**src/rtl/ready_chk_pkg.sv**
```systemverilog
package ready_chk_pkg;

  localparam int NUM_RULES    = 7;
  localparam int RULE_EARLY   = 0;
  localparam int RULE_RSPGAP  = 1;
  localparam int RULE_NOXFER  = 2;
  localparam int RULE_WBGAP   = 3;
  localparam int RULE_DROP    = 4;
  localparam int RULE_PULSE   = 5;
  localparam int RULE_OVFL    = 6;

  typedef enum logic [1:0] {
    XK_NONE  = 2'd0,
    XK_WRITE = 2'd1,
    XK_WBACK = 2'd2
  } xfer_kind_t;

  typedef struct packed {
    logic wr;
    logic wb;
  } txn_t;

endpackage

```
**src/rtl/rhc_ready_track.sv**
```systemverilog
module rhc_ready_track
  import ready_chk_pkg::*;
#(
  parameter int GAP       = 3,
  parameter int PULSE_GAP = 3
) (
  input  logic                     clk,
  input  logic                     rst,
  input  logic                     ready,
  input  logic                     busy,
  input  logic                     rsp,
  input  logic                     head_valid,
  input  txn_t                     head_txn,
  input  logic [$clog2(GAP+1)-1:0] head_age,
  output logic [5:0]               viol
);

  localparam int AGE_W = $clog2(GAP + 1);
  localparam int SF_W  = $clog2(PULSE_GAP + 1);

  logic             ready_q, rose_last, hs_seen;
  logic             wr_done, wb_done, wr_hs_last;
  xfer_kind_t       kind_q, kind_new, kind_cur;
  logic [SF_W-1:0]  since_fall;
  logic             rise, fall, pop, hs_prior, hs_first;

  assign rise     = ready && !ready_q;
  assign fall     = !ready && ready_q;
  assign pop      = rsp && head_valid;
  assign hs_prior = rise ? 1'b0 : hs_seen;
  assign hs_first = ready && !busy && !hs_prior;

  always_comb begin
    kind_new = XK_NONE;
    if (head_valid) begin
      if (head_txn.wr && !wr_done)      kind_new = XK_WRITE;
      else if (head_txn.wb && !wb_done) kind_new = XK_WBACK;
    end
    kind_cur = rise ? kind_new : kind_q;
  end

  always_comb begin
    viol = '0;
    viol[RULE_EARLY]  = rise && head_valid && (head_age < AGE_W'(GAP));
    viol[RULE_RSPGAP] = rise && rsp;
    viol[RULE_NOXFER] = rise && (kind_new == XK_NONE);
    viol[RULE_WBGAP]  = ready && ready_q && wr_hs_last;
    viol[RULE_DROP]   = fall && !hs_seen;
    viol[RULE_PULSE]  = fall && rose_last && (since_fall < SF_W'(PULSE_GAP));
  end

  always_ff @(posedge clk) begin
    if (rst) begin
      ready_q    <= 1'b0;
      rose_last  <= 1'b0;
      hs_seen    <= 1'b0;
      kind_q     <= XK_NONE;
      wr_done    <= 1'b0;
      wb_done    <= 1'b0;
      wr_hs_last <= 1'b0;
      since_fall <= SF_W'(PULSE_GAP);
    end else begin
      ready_q   <= ready;
      rose_last <= rise;
      kind_q    <= kind_cur;
      if (rise)                hs_seen <= !busy;
      else if (ready && !busy) hs_seen <= 1'b1;
      if (pop) begin
        wr_done <= 1'b0;
        wb_done <= 1'b0;
      end else if (hs_first) begin
        if (kind_cur == XK_WRITE) wr_done <= 1'b1;
        if (kind_cur == XK_WBACK) wb_done <= 1'b1;
      end
      wr_hs_last <= hs_first && (kind_cur == XK_WRITE) && head_txn.wb && !pop;
      if (fall)                                since_fall <= SF_W'(1);
      else if (since_fall != SF_W'(PULSE_GAP)) since_fall <= since_fall + SF_W'(1);
    end
  end

  // the writeback handshake never completes ahead of the write one
  p_wb_after_wr_r4: assert property (@(posedge clk) disable iff (rst)
    wb_done |-> (wr_done || !head_txn.wr));

  // retiring a transaction clears its handshake progress
  p_done_clear_r9: assert property (@(posedge clk) disable iff (rst)
    pop |=> (!wr_done && !wb_done));

endmodule

```
**config.mk**
```make
export PLATFORM = sky130hd
export DESIGN_NAME = rhc_ready_track
export DESIGN_NICKNAME = d
export VERILOG_FILES = /design/src/rtl/ready_chk_pkg.sv /design/src/rtl/rhc_ready_track.sv
export SDC_FILE = /design/constraint.sdc
export NUM_CORES = 1
export LEC_CHECK = 0
export CAP_MARGIN = 10
export CORE_AREA = 2 2 39 41
export DETAILED_ROUTE_END_ITERATION = 10
export DIE_AREA = 0 0 41 43
export GPL_ROUTABILITY_DRIVEN = 0
export PLACE_DENSITY_LB_ADDON = 0.08
export SYNTH_ARGS = -nofsm -noshare
export SYNTH_HDL_FRONTEND = slang
export SYNTH_SLANG_ARGS = --single-unit
```
**constraint.sdc**
```tcl
create_clock -name clk -period 1.3 [get_ports clk]
set_clock_uncertainty 0.1 [all_clocks]
set_input_delay 0.26 -clock clk [delete_from_list [all_inputs] [get_ports clk]]
set_output_delay 0.26 -clock clk [all_outputs]
set_load 0.1 [all_outputs]
```
==> flow_summary_export.csv <==
group,metric,value,unit
outcome,status,"complete, but fails checks",
outcome,violations,"setup timing",
power,p_leak,0.3951,nW
worst_setup_path,slowest_stage,"dfxtp_2",
synth,ys_seq_area_share,41.45,%
synth,synth_top_area_cell,"dfxtp_1",
die,die_h,43,µm
clocking,clockBufferDepth,2,
clocking,h-tree-depth,1,
clocking,cts_tree,"built",
clocking,cts_hold_buf,0,
detailed_routing,post-route-drc-count,0,
worst_setup_path,critical_path.cell_chain,"ha_4 -> and3b_4 -> buf_12",
sta,fin_ws,-0.2789,ns
die,start_util,34.90,%
sta,period_share,121.5,%
detailed_routing,antenna_left,0,
sta,slew_headroom,79.40,%
clocking,clock_sinks,10,
synth,syn_area,483.0,µm²
global_route,grt_pass1_vias,491,
worst_setup_path,crit_fanout,2,
layout,antenna_cells,0,
sta,finalHoldViolCount,0,
worst_setup_path,critPathMaxStageDelay,0.33,ns
placed_design,dp_slack,-0.5116,ns
worst_setup_path,critPathCaptureType,"primary output",
die,rows,14,
clocking,numCtsBuffers,3,
detailed_routing,drt_iter0_drc,8,
sta,finalSetupViolCount,7,
die,fp.dieW,41,µm
power,pwr_density_cell,1087,mW/mm²
global_route,grt_max_degree,6,
worst_setup_path,critPathArrivalTime,1.22,ns
detailed_routing,finalWirelength,1144,µm
sta,timing.hold.ws,0.2855,ns
clocking,clkTransAtPathRegs,0.06,ns
worst_setup_path,reg2reg_depth,5,
synth,ys_seq_elements,10,
sta,fmax,633.4,MHz
die,core-area,0.001384,mm²
worst_setup_path,r2r-end,"wb_done",
detailed_routing,routed_via_density,4.728,
synth,syn_nets,66,
sta,period_minus_slack,1.579,ns
min_path,min_delay_worst_endpoint,"wr_hs_last",
min_path,hold_path_startpoint,"head_txn[0]",
layout,drive_above_1_share,50.57,%
clocking,clk_latency,0.27,ns
min_path,min_path_type,"input port to flop",
layout,area_delta_synth_final,96.63,%
worst_setup_path,worst-path-buf-inv,1,
global_route,grt_pass1_wl,1890,µm
power,peakVddDrop,0.9288,mV
global_route,antenna_found_initial,0,
global_route,grt_usage,16.25,%
sta,drv_slew,0,
run,maxCapViolations,0,
synth,syn_avg_cell_area,8.781,µm²
layout,mostFrequentLayoutCells,"11 x buf_4, 7 x nand2_1, 7 x buf_12",
die,ios,16,
synth,syn_inst,55,
synth,ys.warnings.count,0,
placed_design,portBuffers,15,
clocking,cts_root_buf,"clkbuf_4",
layout,fin_util,68.63,%
layout,nets,100,
worst_setup_path,cp.required,0.94,ns
detailed_routing,vias,487,
placed_design,dpl.hpwl,879.2,µm
detailed_routing,first_pass_iters,4,
die,design.die.area,0.001763,mm²
worst_setup_path,cp_top_family,"flip-flops",
worst_setup_path,r2r-start,"ready_q",
sta,grt_setup_unrepaired,"true",
worst_setup_path,criticalPathCategory,"flop to primary output",
worst_setup_path,ff2ff_setup_slack,-0.02,ns
synth,synthTopCellsByArea,"dfxtp_1 41%, nand2_1 6.2%, nor2_1 6.2%, a2111oi_4 5.7%, nor2b_1 5.2%",
synth,netlist-cell-type-count,23,
synth,yosys.area.top_type_share,41.45,%
worst_setup_path,start_kind,"flop",
layout,layout_commonest_cell,"buf_4",
sta,worst_pin_slew,0.3090,ns
global_route,gr-total-overflow,0,
detailed_routing,wl_per_cell,11.11,µm
min_path,hold_depth,3,
[Yosys cell counts]
| master | instances |
|---|---|
| a2111oi_4 | 1 |
| a21oi_1 | 3 |
| a21oi_2 | 1 |
| and2b_1 | 1 |
| and3_2 | 1 |
| and3b_1 | 1 |
| buf_6 | 1 |
| dfxtp_1 | 10 |
| ha_1 | 1 |
| inv_1 | 3 |
| mux2i_1 | 1 |
| nand2_1 | 8 |
| nand2b_1 | 1 |
| nand3_1 | 1 |
| nand3b_1 | 1 |
| nor2_1 | 8 |
| nor2b_1 | 4 |
| o21ai_0 | 3 |
| o21bai_1 | 1 |
| o31ai_2 | 1 |
| o32ai_1 | 1 |
| or3_1 | 1 |
| xnor2_1 | 1 |
[flip-flops by register name, indices dropped and copies added, names as in the netlist]
name        flops
hs_seen         1
kind_q          2
ready_q         1
rose_last       1
since_fall      2
wb_done         1
wr_done         1
wr_hs_last      1
[per-stage QoR]
stage / setup TNS, ns / instances / area, µm² / power (mW)
floorplan: -0.5823 / 55 / 551.8 / 0.6468
global placement: -4.968 / 94 / 850.8 / 0.7887
detailed placement: -5.147 / 94 / 850.8 / 0.8013
CTS: -1.304 / 103 / 935.9 / 1.036
global route: -1.591 / 103 / 949.7 / 1.098
finish: -1.331 / 103 / 949.7 / 1.032
[report_power, final]
| part | switching [mW] | total, mW | internal, mW |
|---|---|---|---|
| Clock | 0.102 | 0.209 | 0.107 |
| Sequential | 0.0368 | 0.390 | 0.353 |
| Combinational | 0.188 | 0.433 | 0.245 |
[how the worst max path moves through the flow]
stage                  startpoint      end  slack (ns)  depth (start not counted)
finish              since_fall[1]  viol[5]       -0.28                          3
global route        since_fall[1]  viol[5]       -0.30                          3
CTS                 since_fall[1]  viol[5]       -0.28                          3
detailed placement          ready  wb_done       -0.51                          5
global placement            ready  wb_done       -0.49                          5
floorplan                 ready_q  viol[0]       -0.13                          3
[cell families after synthesis]
family                   count (synthesis)  synth area share, %
buffers and inverters                    4                4.663
multiplexers                             1                2.073
XOR/XNOR                                 1                1.814
AO/OA/AOI/OAI                           11                19.69
flip-flops                              10                41.45
adder cells (fa/ha/maj)                  1                2.590
AND/OR/NAND/NOR                         27                27.72
[layer usage]
metal  vias to the layer above  global-route usage [%]  share of wire (%)
met1                       217                   18.95                 41
met4                         0                   12.00                3.5
li1                        250                       -                  -
met5                         -                       0                  0
met2                        15                   23.75                 49
met3                         5                   4.712                6.9
[repair_timing]
action,CTS,global route
endpoints found under the setup margin,11,10
gates resized for setup,10,3
buffers inserted,6,1
pin swaps,7,4
[final cells by class]
class	count	area, µm²
clock buffers	3	22.52
fillers	110	434.2
inverters	3	11.26
multi-input cells	41	349.1
flip-flops and latches	10	205.2
well taps	16	20.02
repair buffers	30	341.6
[worst register-to-register path, cell delays in order (launching register included)]
cell       delay [ns]
dfxtp_2          0.34
nand2b_4         0.15
buf_6            0.13
a2111oi_4        0.24
a21oi_4          0.06
o31ai_2          0.21
(Power assumes the default switching activity.)
